[config.mk]
export PLATFORM = sky130hd
export DESIGN_NAME = trace_capture_ctrl
export DESIGN_NICKNAME = d
export VERILOG_FILES = /design/src/rtl/trc_pkg.sv /design/src/rtl/trc_cycle_qual.sv /design/src/rtl/trc_wr_track.sv /design/src/rtl/trc_stop_ctl.sv /design/src/rtl/trace_capture_ctrl.sv
export SDC_FILE = /design/constraint.sdc
export NUM_CORES = 1
export LEC_CHECK = 0
export BUFFER_PORTS_ARGS = -buffer_cell sky130_fd_sc_hd__buf_2
export CAP_MARGIN = 5
export CORE_ASPECT_RATIO = 1.4
export CORE_UTILIZATION = 53
export CTS_CLUSTER_DIAMETER = 200
export CTS_CLUSTER_SIZE = 10
export DETAILED_ROUTE_END_ITERATION = 8
export GPL_ROUTABILITY_DRIVEN = 0
export HOLD_SLACK_MARGIN = 0.02
export PLACE_DENSITY = 0.78
export SYNTH_ARGS = -nofsm -noshare
export SYNTH_HDL_FRONTEND = slang
export SYNTH_HIERARCHICAL = 1
export SYNTH_SLANG_ARGS = --single-unit
[constraint.sdc]
create_clock -name clk -period 3.15 [get_ports clk]
set_clock_uncertainty 0.2 [all_clocks]
set_input_delay 0.1575 -clock clk [delete_from_list [all_inputs] [get_ports clk]]
set_output_delay 0.1575 -clock clk [all_outputs]
set_load 0.02 [all_outputs]
[src/rtl/trc_pkg.sv]
package trc_pkg;

  typedef enum logic [1:0] {
    TRC_FREE      = 2'd0,
    TRC_HALT_TRIG = 2'd1,
    TRC_HALT_POST = 2'd2,
    TRC_HALT_FULL = 2'd3
  } trc_mode_e;

endpackage

[src/rtl/trc_cycle_qual.sv]
// Classifies the presented cycle: written, counted as an event, honoured trigger.
module trc_cycle_qual (
  input  logic cyc_valid,
  input  logic cyc_fnop,
  input  logic trig_evt,
  input  logic cfg_ign_fnop,
  input  logic cfg_keep_fnop,
  input  logic capture_on,
  input  logic trig_armed,
  output logic wr_go,
  output logic evt_go,
  output logic trig_go
);

  logic fnop_drop;
  logic accepted;

  always_comb begin
    fnop_drop = cfg_ign_fnop & cyc_fnop;
    accepted  = cyc_valid & capture_on;
    evt_go    = accepted & ~fnop_drop;
    wr_go     = accepted & (~fnop_drop | cfg_keep_fnop);
    trig_go   = evt_go & trig_evt & trig_armed;
  end

endmodule

[src/rtl/trc_wr_track.sv]
// Registered write port, write pointer and saturating entry count.
module trc_wr_track #(
  parameter int DW = 16,
  parameter int AW = 16
) (
  input  logic          clk,
  input  logic          rst,
  input  logic          clr,
  input  logic          wr_go,
  input  logic [DW-1:0] wr_data,
  output logic          mem_we,
  output logic [AW-1:0] mem_addr,
  output logic [DW-1:0] mem_wdata,
  output logic [AW-1:0] wr_ptr,
  output logic [AW:0]   entry_count,
  output logic          at_limit
);

  localparam int          DEPTH     = 1 << AW;
  localparam logic [AW:0] CNT_SAT   = (AW+1)'(DEPTH);
  localparam logic [AW:0] PRE_LIMIT = (AW+1)'(DEPTH - 2);

  // next write is the one that reaches depth-1 entries
  assign at_limit = (entry_count == PRE_LIMIT);

  always_ff @(posedge clk) begin
    if (rst || clr) begin
      mem_we      <= 1'b0;
      mem_addr    <= '0;
      mem_wdata   <= '0;
      wr_ptr      <= '0;
      entry_count <= '0;
    end else begin
      mem_we <= wr_go;
      if (wr_go) begin
        mem_addr  <= wr_ptr;
        mem_wdata <= wr_data;
        wr_ptr    <= wr_ptr + 1'b1;
        if (entry_count != CNT_SAT) begin
          entry_count <= entry_count + 1'b1;
        end
      end
    end
  end

endmodule

[src/rtl/trc_stop_ctl.sv]
// Trigger latch, post-trigger counter and stop/halt decision.
module trc_stop_ctl
  import trc_pkg::*;
#(
  parameter int AW = 16,
  parameter int CW = 16
) (
  input  logic          clk,
  input  logic          rst,
  input  logic          clr,
  input  trc_mode_e     mode,
  input  logic [CW-1:0] post_cycles,
  input  logic          wr_go,
  input  logic          evt_go,
  input  logic          trig_go,
  input  logic          at_limit,
  input  logic [AW-1:0] wr_ptr,
  output logic          triggered,
  output logic [AW-1:0] trig_addr,
  output logic          stopped,
  output logic          halt_req
);

  localparam logic [CW-1:0] POST_MAX = '1;

  logic [CW-1:0] post_cnt;
  logic [CW-1:0] post_nxt;
  logic          post_step;
  logic          stop_now;

  always_comb begin
    post_step = triggered & evt_go;
    post_nxt  = post_cnt + 1'b1;
    unique case (mode)
      TRC_HALT_TRIG: stop_now = trig_go;
      TRC_HALT_POST: stop_now = (trig_go && post_cycles == '0) ||
                                (post_step && post_nxt == post_cycles);
      TRC_HALT_FULL: stop_now = wr_go & at_limit;
      default:       stop_now = 1'b0;
    endcase
  end

  always_ff @(posedge clk) begin
    if (rst || clr) begin
      triggered <= 1'b0;
      trig_addr <= '0;
      post_cnt  <= '0;
      stopped   <= 1'b0;
      halt_req  <= 1'b0;
    end else begin
      if (trig_go) begin
        triggered <= 1'b1;
        trig_addr <= wr_ptr;
        post_cnt  <= '0;
      end else if (post_step && post_cnt != POST_MAX) begin
        post_cnt <= post_nxt;
      end
      if (stop_now) begin
        stopped  <= 1'b1;
        halt_req <= 1'b1;
      end
    end
  end

endmodule

[src/rtl/trace_capture_ctrl.sv]
module trace_capture_ctrl
  import trc_pkg::*;
#(
  parameter int DW = 16,
  parameter int AW = 16,
  parameter int CW = 16
) (
  input  logic          clk,
  input  logic          rst,
  input  logic          arm,
  input  logic [1:0]    cfg_mode,
  input  logic [CW-1:0] cfg_post_cycles,
  input  logic          cfg_ign_fnop,
  input  logic          cfg_keep_fnop,
  input  logic          cyc_valid,
  input  logic [DW-1:0] cyc_data,
  input  logic          cyc_fnop,
  input  logic          trig_evt,
  output logic          mem_we,
  output logic [AW-1:0] mem_addr,
  output logic [DW-1:0] mem_wdata,
  output logic          halt_req,
  output logic          triggered,
  output logic          stopped,
  output logic [AW:0]   entry_count,
  output logic [AW-1:0] wr_ptr,
  output logic [AW-1:0] trig_addr
);

  logic wr_go;
  logic evt_go;
  logic trig_go;
  logic at_limit;
  logic capture_on;
  logic trig_armed;

  assign capture_on = ~stopped & ~arm;
  assign trig_armed = ~triggered;

  trc_cycle_qual u_qual (
    .cyc_valid     (cyc_valid),
    .cyc_fnop      (cyc_fnop),
    .trig_evt      (trig_evt),
    .cfg_ign_fnop  (cfg_ign_fnop),
    .cfg_keep_fnop (cfg_keep_fnop),
    .capture_on    (capture_on),
    .trig_armed    (trig_armed),
    .wr_go         (wr_go),
    .evt_go        (evt_go),
    .trig_go       (trig_go)
  );

  trc_wr_track #(.DW(DW), .AW(AW)) u_wr (
    .clk         (clk),
    .rst         (rst),
    .clr         (arm),
    .wr_go       (wr_go),
    .wr_data     (cyc_data),
    .mem_we      (mem_we),
    .mem_addr    (mem_addr),
    .mem_wdata   (mem_wdata),
    .wr_ptr      (wr_ptr),
    .entry_count (entry_count),
    .at_limit    (at_limit)
  );

  trc_stop_ctl #(.AW(AW), .CW(CW)) u_stop (
    .clk         (clk),
    .rst         (rst),
    .clr         (arm),
    .mode        (trc_mode_e'(cfg_mode)),
    .post_cycles (cfg_post_cycles),
    .wr_go       (wr_go),
    .evt_go      (evt_go),
    .trig_go     (trig_go),
    .at_limit    (at_limit),
    .wr_ptr      (wr_ptr),
    .triggered   (triggered),
    .trig_addr   (trig_addr),
    .stopped     (stopped),
    .halt_req    (halt_req)
  );

endmodule

==> results.sh, run 1 <==
export IMPL_synthMuxAreaShare_pct=11.0
export IMPL_hold_violations=0
export IMPL_dp_hpwl_mm=8.30
export IMPL_period_needed_ps=2610
export IMPL_numClockSinks=100
export IMPL_synth_top_cell_by_area="dfxtp_1"
export IMPL_finalSetupTns_ps=0
export IMPL_avgSynthCellArea_um2=9.11
export IMPL_numCtsBuffers=9
export IMPL_switching_share_pct=22.5
export IMPL_synth_fp_nets=565
export IMPL_ys_seq_area_share_pct=42.4
export IMPL_internal_power_uw=1880
export IMPL_synth_top_area_share_pct=42.4
export IMPL_crit_path_start_kind="flip-flop"
export IMPL_postCtsSetupRepairBufs=0
export IMPL_synth_cell_types=54
export IMPL_synth_area_um2=4720
export IMPL_avgRoutedWirePerCell_um=15.6
export IMPL_async_flop_share_pct=0
export IMPL_path_buf_inv=0
export IMPL_cp_data_arrival_time_ps=2670
export IMPL_min_path_type="in -> reg"
export IMPL_power_density_nw_per_um2=416
export IMPL_overflow=0
export IMPL_crit_slowest_cell="or4_1"
export IMPL_crit_top_cell="nand2_2"
export IMPL_core_um2=8610
export IMPL_slew_headroom_pct=48.9
export IMPL_synthFlopType="dfxtp_1"
export IMPL_rows=40
export IMPL_synth_edff_count=0
export IMPL_initial_core_util_pct=54.8
export IMPL_wl_mm=11.8
export IMPL_synth_xor_area_share_pct=9.28
export IMPL_syn_inst=518
export IMPL_p_total_uw=2420
export IMPL_maxCapViolations=0
export IMPL_synthTopCellsByCount="100 x dfxtp_1, 89 x nor2_1, 52 x mux2i_1"
export IMPL_dieHeight_um=114
export IMPL_die_area_um2=9290
export IMPL_end_kind="flip-flop"
export IMPL_die_x_um=81.8
export IMPL_hold_depth=5
export IMPL_peakVddDrop_v=0.000327
export IMPL_worstPathMaxFanout=4
export IMPL_drc=0
export IMPL_dr_first_iter_drc_count=247
export IMPL_synth_most_common_cell="dfxtp_1"
export IMPL_p_leak_uw=0.00232
export IMPL_holdPathEnd="u_stop/halt_req"
export IMPL_cts_tree="done"
export IMPL_num_vias=4327
export IMPL_clockBufferDepth=2
export IMPL_max_freq_mhz=383
export IMPL_worstHoldStart="cfg_post_cycles[6]"
export IMPL_grt_max_degree=43
export IMPL_n_fill_cell=700
export IMPL_reg2reg_to="u_stop/halt_req"
export IMPL_power_switching_uw=547
export IMPL_cts_resized=0
export IMPL_ff_latch_area_um2=2000
export IMPL_clkLatencyLatePin_ps=340
export IMPL_crit_type="reg -> reg"
export IMPL_maxSlewViolCount=0
export IMPL_timing_final_crit_share_pct=83.0
export IMPL_synth_top_family_by_area="simple AND/OR/NAND/NOR gates"
export IMPL_setup_violations=0
export IMPL_synth_simple_area_share_pct=23.8
export IMPL_rsz0062_at_grt="no"
export IMPL_h_tree_depth=3
export IMPL_antenna_found_initial=0
export IMPL_synth_seq_cells=100
export IMPL_grt_pass1_vias=4021
export IMPL_crit_required_ps=3200
export IMPL_grt_pass1_wl_mm=18.6
export IMPL_outcome="finished clean"
export IMPL_synth_fa_ha_area_share_pct=1.33
export IMPL_nets=696
export IMPL_synth_compound_area_share_pct=8.19
export IMPL_r2r_start="u_stop/halt_req"
export IMPL_ff2ff_path_depth=9
export IMPL_reg2reg_slack_ps=540
export IMPL_track_usage_pct=25.9
export IMPL_vias_per_cell=5.71
export IMPL_comb_power_share_pct=7.1
export IMPL_cp_cell_sequence="nor2_1 > nand2_2 > a21oi_1 > nand2_2 > or4_1 > nor4_1 > and3_1 > nand4_1 > o31ai_2"
export IMPL_firstDrtPassIters=5
export IMPL_portBuffers=126
export IMPL_synth_warnings=6
export IMPL_synth_area_leaders="dfxtp_1 42%, mux2i_1 11%, nor2_1 7.1%"
export IMPL_clkPwrFrac_pct=40.3
export IMPL_multiInputGateArea_um2=2550
export IMPL_seqPwrFrac_pct=52.6
export IMPL_synthToLayoutAreaGrowth_pct=23.4
export IMPL_antennaDiodeCount=0
export IMPL_root_buffer="clkbuf_16"
export IMPL_layout_drive_gt1_share_pct=25.0
export IMPL_path_clk_slew_ps=60
export IMPL_worst_pin_slew_ps=766
export IMPL_ant_nets=0
export IMPL_crit_family="simple AND/OR/NAND/NOR gates"
export IMPL_ioPinCount=127
export IMPL_cpPeakStageDelay_ps=550
==> power groups by stage <==
stage               sequential [µW]  clock (µW)  combinational [µW]
finish                         1280         976                 173
global route                   1270        1060                 188
CTS                            1270         999                 172
detailed placement             1300           0                 154
global placement               1300           0                 150
floorplan                      1310           0                87.8
==> layer usage <==
metal	vias to the layer above	share of wire, %	global-route usage [%]
met1	2040	39	29.7
li1	2081	-	-
met3	24	7.2	5.44
met4	0	2.6	11.5
met5	-	0	0
met2	182	51	45.2
==> placed cells by master, fill, tap and decap left out, drive strengths merged, types with 6 or more instances in the layout <==
cell type,Yosys,final
nand3,14,14
and3,6,6
nor4,16,16
clkbuf,14,11
mux2i,52,52
dlygate4sd3,0,19
dfxtp,100,100
nor3,8,8
or4,6,6
o21ai,16,16
a21oi,19,19
nand4,16,16
nor2,90,90
nand2,28,28
buf,14,129
xor2,19,19
o31ai,6,6
or3,15,15
inv,10,11
xnor2,31,31
==> flip-flops by register name, summed over array words and instances, names as in the netlist, 16 cells and up <==
register / flops
u_wr/wr_ptr: 16
u_wr/mem_addr: 16
u_stop/trig_addr: 16
u_wr/mem_wdata: 16
u_stop/post_cnt: 16
u_wr/entry_count: 17
==> through the flow <==
step           utilization, %  cell area, µm²  setup WS (ps)  hold slack [ps]  cells
5_1_grt                  67.7            5820            438             76.6    758
4_1_cts                  67.7            5820            551             45.8    758
3_3_place_gp             62.4            5380            678              197    724
3_5_place_dp             62.4            5380            560              203    724
6_report                 67.7            5820            536             56.5    758
2_1_floorplan               -            4720            681              105    518
==> worst max-delay path by stage <==
| stage | start | end | slack, ps | cells after the start |
|---|---|---|---|---|
| finish | u_stop/halt_req | u_stop/halt_req | 540 | 9 |
| CTS | u_stop/halt_req | u_stop/halt_req | 550 | 9 |
| global route | u_stop/halt_req | u_wr/entry_count[15] | 440 | 7 |
| floorplan | u_stop/halt_req | u_stop/halt_req | 680 | 10 |
| global placement | u_stop/halt_req | u_wr/wr_ptr[12] | 680 | 8 |
| detailed placement | u_stop/halt_req | u_stop/halt_req | 560 | 9 |
==> tightest hold or removal path, cell delays in order <==
cell and delay, ps:
buf_2 100, nor4_1 50, nand4_1 60, a21o_1 120, o31ai_2 60
==> cells by family after synthesis <==
| logic type | after synthesis |
|---|---|
| mux | 52 |
| simple gates | 215 |
| fa+ha+maj | 5 |
| compound gates | 58 |
| flops | 100 |
| buf+inv | 38 |
| xor+xnor | 50 |
==> cell type report <==
class | instances | share of cell area (%)
Inverter | 10 | 0.644
Multi-Input combinational cell | 380 | 43.8
Clock buffer | 11 | 4.00
Timing Repair Buffer | 148 | 14.5
Sequential cell | 100 | 34.4
Clock inverter | 4 | 0.451
Tap cell | 105 | 2.26
==> repair_timing <==
action                                 CTS  global route
setup endpoints to repair                0             0
hold buffers                            19             0
endpoints found under the hold margin   19             0
(Power assumes the default switching activity.)
==> run 2, diff against run 1 <==
ABC_AREA = 1   (was default)
CORE_UTILIZATION = 48   (was 53)
PLACE_DENSITY = 0.74   (was 0.78)
clock period = 2.15 ns   (was 3.15 ns; I/O delays follow)
==> run 2 against run 1 <==
Compared with the run above:
- largest cell class unchanged
- fmax up 26%
- worst setup slack worse by 460 ps
- sequential share of layout area down 2.6 points
- non-clock buffer count up 20
==> results.sh, run 2 <==
export IMPL_synth_fa_ha_area_share_pct=1.28
export IMPL_crit_path_start_kind="flip-flop"
export IMPL_cts_tree="done"
export IMPL_worstPathMaxFanout=5
export IMPL_peakVddDrop_v=0.000575
export IMPL_die_area_um2=10600
export IMPL_synth_top_cell_by_area="dfxtp_1"
export IMPL_synth_top_area_share_pct=41.0
export IMPL_rsz0062_at_grt="yes"
export IMPL_power_switching_uw=905
export IMPL_track_usage_pct=26.9
export IMPL_firstDrtPassIters=7
export IMPL_finalSetupTns_ps=0
export IMPL_core_um2=9900
export IMPL_multiInputGateArea_um2=2560
export IMPL_path_buf_inv=2
export IMPL_synth_area_leaders="dfxtp_1 41%, nand2_1 16%, a21oi_1 8.2%"
export IMPL_crit_family="simple AND/OR/NAND/NOR gates"
export IMPL_wl_mm=14.2
export IMPL_clkPwrFrac_pct=42.8
export IMPL_cpPeakStageDelay_ps=350
export IMPL_synthFlopType="dfxtp_1"
export IMPL_power_density_nw_per_um2=593
export IMPL_maxCapViolations=0
export IMPL_portBuffers=126
export IMPL_synth_edff_count=0
export IMPL_final_cell_count_no_fill=1025
export IMPL_synth_fp_nets=774
export IMPL_period_needed_ps=2080
export IMPL_crit_type="reg -> reg"
export IMPL_cp_data_arrival_time_ps=2110
export IMPL_antennaDiodeCount=0
export IMPL_hold_violations=0
export IMPL_max_freq_mhz=481
export IMPL_synthTopCellsByCount="212 x nand2_1, 100 x dfxtp_1, 90 x nor2_1"
export IMPL_synth_seq_cells=100
export IMPL_setup_violations=0
export IMPL_nets=932
export IMPL_grt_pass1_wl_mm=22.2
export IMPL_initial_core_util_pct=49.4
export IMPL_ys_seq_area_share_pct=41.0
export IMPL_slew_headroom_pct=55.1
export IMPL_num_vias=5336
export IMPL_drc=0
export IMPL_syn_inst=727
export IMPL_maxSlewViolCount=0
export IMPL_layout_commonest_cell="nand2_1"
export IMPL_synth_area_um2=4890
export IMPL_synth_simple_area_share_pct=35.0
export IMPL_crit_required_ps=2180
export IMPL_vias_per_cell=5.21
export IMPL_async_flop_share_pct=0
export IMPL_dp_hpwl_mm=10.0
export IMPL_crit_top_cell="nand2_1"
export IMPL_largest_reg_flops=17
export IMPL_ff_latch_area_um2=2000
export IMPL_clockBufferDepth=2
export IMPL_outcome="finished clean"
export IMPL_grt_max_degree=38
export IMPL_dr_first_iter_drc_count=328
export IMPL_numClockSinks=100
export IMPL_rows=43
export IMPL_whs_ps=86.6
export IMPL_worst_pin_slew_ps=672
export IMPL_timing_final_crit_share_pct=96.6
export IMPL_layout_drive_gt1_share_pct=21.8
export IMPL_synth_cell_types=34
export IMPL_numCtsBuffers=9
export IMPL_cp_cell_sequence="ha_2 > nand2_1 > nor2_4 > nand2_1 > inv_1 > nand3_1 > nand2_4 > clkinvlp_4 > o21ai_0 > a31oi_1"
export IMPL_dieHeight_um=121
export IMPL_layout_common_cells="211 x nand2_1, 126 x buf_2, 98 x dfxtp_1"
export IMPL_crit_slowest_cell="dfxtp_1"
export IMPL_internal_power_uw=2840
export IMPL_end_kind="flip-flop"
export IMPL_overflow=0
export IMPL_synth_xor_area_share_pct=2.23
export IMPL_h_tree_depth=3
export IMPL_synth_compound_area_share_pct=13.0
export IMPL_seqPwrFrac_pct=50.0
export IMPL_synth_top_family_by_area="simple AND/OR/NAND/NOR gates"
export IMPL_synthMuxAreaShare_pct=0
export IMPL_die_x_um=87.3
export IMPL_fin_util_pct=63.8
export IMPL_avgRoutedWirePerCell_um=13.9
export IMPL_path_clk_slew_ps=70
export IMPL_antenna_found_initial=0
export IMPL_ant_nets=0
export IMPL_p_leak_uw=0.00272
export IMPL_synth_most_common_cell="nand2_1"
export IMPL_switching_share_pct=24.2
export IMPL_avgSynthCellArea_um2=6.72
export IMPL_comb_power_share_pct=7.2
export IMPL_grt_pass1_vias=5026
export IMPL_root_buffer="clkbuf_16"
export IMPL_clkLatencyLatePin_ps=350
export IMPL_ioPinCount=127
export IMPL_synth_warnings=6
export IMPL_min_path_type="in -> reg"
export IMPL_n_fill_cell=936
export IMPL_dp_cells=980
export IMPL_synthToLayoutAreaGrowth_pct=29.3
export IMPL_top_register="u_wr/entry_count"
==> run 2: changes by cell type after synthesis, moves of 13 or more <==
cell	change
inv_1	+53
a21oi_1	+61
mux2i_1	-52
o21ai_0	+15
nand2_1	+186
nor4_1	-13
nand3_1	+35
xnor2_1	-31
==> run 2: layer usage <==
layer	GRT usage [%]	up-vias	routed length [µm]
met1	29.2	2408	5450
met4	13.8	0	595
met3	4.97	39	863
li1	-	2655	-
met2	48.7	234	7310
met5	0	-	0
==> run 2: repair_timing <==
action	4_1_cts	5_1_grt
resized for setup	0	17
hold buffers	26	0
endpoints found under the setup margin	0	13
buffers inserted	0	1
endpoints found under the hold margin	17	0
==> run 2: cell families after synthesis <==
group	count (synthesis)
AO/OA/AOI/OAI	123
flip-flops	100
AND/OR/NAND/NOR	398
XOR/XNOR	9
adder cells (fa/ha/maj)	5
buffers and inverters	92
==> run 2: cell type report <==
type,count,area share [%]
multi-input combinational,535,40.5
sequential,100,31.7
timing repair buffer,168,16.0
inverter,69,4.16
clock buffer,11,4.00
tap,135,2.67
clock inverter,5,0.674
timing repair inverter,2,0.238
==> run 2: tightest hold or removal path, cell delays in order <==
cell and delay [ps]:
buf_2 100, nor2_1 50, clkinv_1 50, buf_4 240
a21oi_2 40
==> run 2: through the flow <==
stage | power (µW) | area [µm²] | setup slack (ps)
3_3_place_gp | 2140 | 5700 | 125
6_report | 3750 | 6320 | 72.9
5_1_grt | 3880 | 6320 | -36.5
2_1_floorplan | 2050 | 4890 | 176
3_5_place_dp | 2150 | 5700 | 28.0
4_1_cts | 3770 | 6260 | 15.8
==> run 2: worst paths after layout <==
path                      start                 end  slack, ps  depth (start not counted)
max          u_stop/post_cnt[0]  u_stop/post_cnt[7]         70                         10
min                         rst     u_stop/halt_req         90                          5
max reg2reg  u_stop/post_cnt[0]  u_stop/post_cnt[7]         70                         10
min reg2reg    u_wr/mem_addr[8]    u_wr/mem_addr[8]        260                          2
==> run 2: power groups by stage <==
stage	registers (µW)	logic, µW	clock network (µW)
global route	1870	295	1710
floorplan	1930	117	0
finish	1870	270	1600
global placement	1910	225	0
detailed placement	1920	230	0
CTS	1870	265	1630
==> run 3, diff against run 2 <==
ABC_AREA = default   (was 1)
PLACE_DENSITY = 0.75   (was 0.74)
==> run 3 against run 2 <==
Compared with the run above:
- the run now ends with setup timing left
- sequential share of layout area shrank 0.56 points
- first-iteration DRC count is 31% lower
- wire length decreased by 11%
- critical path depth decreased by 1
- die area down 3.3%
- utilization rose by 3.9 points
- global-route usage down 3.4 points
- critical endpoint is now u_stop/halt_req
==> results.sh, run 3 (same netlist as run 1, synthesis figures left out) <==
export IMPL_cpPeakStageDelay_ps=540
export IMPL_path_buf_inv=0
export IMPL_wl_mm=12.6
export IMPL_p_total_uw=3920
export IMPL_die_area_um2=10200
export IMPL_violations="setup timing"
export IMPL_layout_common_cells="126 x buf_2, 95 x dfxtp_1, 88 x nor2_1"
export IMPL_reg2reg_slack_ps=-140
export IMPL_clkLatencyLatePin_ps=340
export IMPL_rows=42
export IMPL_firstDrtPassIters=5
export IMPL_n_fill_cell=767
export IMPL_crit_top_cell="nand2_2"
export IMPL_overflow=0
export IMPL_clockBufferDepth=2
export IMPL_multiInputGateArea_um2=2680
export IMPL_p_leak_uw=0.00265
export IMPL_maxSlewViolCount=0
export IMPL_max_freq_mhz=436
export IMPL_min_path_type="in -> reg"
export IMPL_portBuffers=126
export IMPL_antenna_found_initial=0
export IMPL_nets=741
export IMPL_layout_drive_gt1_share_pct=33.0
export IMPL_slew_headroom_pct=60.9
export IMPL_dr_first_iter_drc_count=226
export IMPL_dp_hpwl_mm=8.66
export IMPL_peakVddDrop_v=0.000482
export IMPL_cp_cell_sequence="nor2_2 > nand2_2 > a21oi_2 > nand2_2 > or4_4 > nor4_2 > and3_1 > nand4_1 > o31ai_2"
export IMPL_initial_core_util_pct=49.6
export IMPL_grt_pass1_vias=4091
export IMPL_crit_required_ps=2200
export IMPL_vias_per_cell=5.38
export IMPL_end_kind="flip-flop"
export IMPL_worst_pin_slew_ps=580
export IMPL_drc=0
export IMPL_rsz0062_at_grt="yes"
export IMPL_outcome="finished, violations left"
export IMPL_ant_nets=0
export IMPL_h_tree_depth=3
export IMPL_cts_tree="done"
export IMPL_largest_reg_flops=17
export IMPL_antennaDiodeCount=0
export IMPL_core_um2=9510
export IMPL_numCtsBuffers=9
export IMPL_final_cell_count_no_fill=831
export IMPL_dieHeight_um=119
export IMPL_period_needed_ps=2290
export IMPL_layout_commonest_cell="buf_2"
export IMPL_top_register="u_wr/entry_count"
export IMPL_ioPinCount=127
export IMPL_track_usage_pct=23.5
export IMPL_crit_slowest_cell="or4_4"
export IMPL_num_vias=4472
export IMPL_hold_violations=0
export IMPL_crit_family="simple AND/OR/NAND/NOR gates"
export IMPL_setup_violations=2
export IMPL_crit_type="reg -> reg"
export IMPL_layout_setup_ws_ps=-141
export IMPL_grt_pass1_wl_mm=19.1
export IMPL_numClockSinks=100
export IMPL_synthToLayoutAreaGrowth_pct=36.5
export IMPL_maxCapViolations=0
export IMPL_timing_final_crit_share_pct=107
export IMPL_ff_latch_area_um2=2010
export IMPL_avgRoutedWirePerCell_um=15.2
export IMPL_cp_data_arrival_time_ps=2340
export IMPL_crit_path_start_kind="flip-flop"
export IMPL_dp_cells=781
export IMPL_grt_max_degree=43
export IMPL_root_buffer="clkbuf_16"
export IMPL_worstPathMaxFanout=2
export IMPL_whs_ps=35.6
export IMPL_path_clk_slew_ps=70
export IMPL_die_x_um=85.8
export IMPL_power_density_nw_per_um2=608
==> run 3: changes by cell type in the layout (fill, tap and decap cells not counted), sizes merged, moves of 17 or more <==
cell,delta
xnor2,+31
mux2i,+52
o21ai,-17
a21oi,-62
nand2,-191
nand3,-35
buf,+29
inv,-56
==> run 3: per-stage QoR <==
step | setup TNS [ps] | area (µm²) | util (%) | setup WS, ps
2_1_floorplan | -297 | 4740 | - | -95.2
3_3_place_gp | 0 | 5650 | 59.4 | 23.1
3_5_place_dp | -141 | 5650 | 59.4 | -127
4_1_cts | -170 | 6210 | 65.2 | -170
5_1_grt | -695 | 6440 | 67.7 | -232
6_report | -193 | 6440 | 67.7 | -141
==> run 3: layer usage <==
metal  up-vias  GRT usage [%]  wire length (µm)
met1      2082           27.4              5010
met4         0           12.2               436
met5         -              0                 0
met3        35           4.44               711
met2       187           40.5              6470
li1       2168              -                 -
==> run 3: worst reg2reg max path, delay by kind of cell (launching register included) <==
kind             cells  cell delay [ps]
AND/OR/NAND/NOR      7             1240
flip-flops           1              330
AO/OA/AOI/OAI        2              420
==> run 3: power breakdown <==
group          switching (µW)  internal, µW
registers                6.22          1860
logic                     153           137
clock network             726          1040
==> run 3: final cells by class <==
type                       count  share of cell area [%]
clock inverter                 6                    1.46
timing repair buffer         193                    19.1
clock buffer                  10                    3.55
multi-input combinational    380                    41.6
tap                          132                    2.56
sequential                   100                    31.2
inverter                      10                   0.583
==> run 3: repair_timing <==
action,4_1_cts,5_1_grt
gates resized for setup,0,37
pin swaps,0,14
setup endpoints to repair,4,22
endpoints found under the hold margin,19,0
buffers inserted,2,10
hold buffers,22,0
==> run 3: worst paths after layout <==
path	end	start	depth (start not counted)
worst min register to register	u_wr/mem_addr[4]	u_wr/mem_addr[4]	2
worst max-delay path	u_stop/halt_req	u_stop/halt_req	9
worst max register to register	u_stop/halt_req	u_stop/halt_req	9
worst min-delay path	u_stop/halt_req	cfg_post_cycles[5]	5
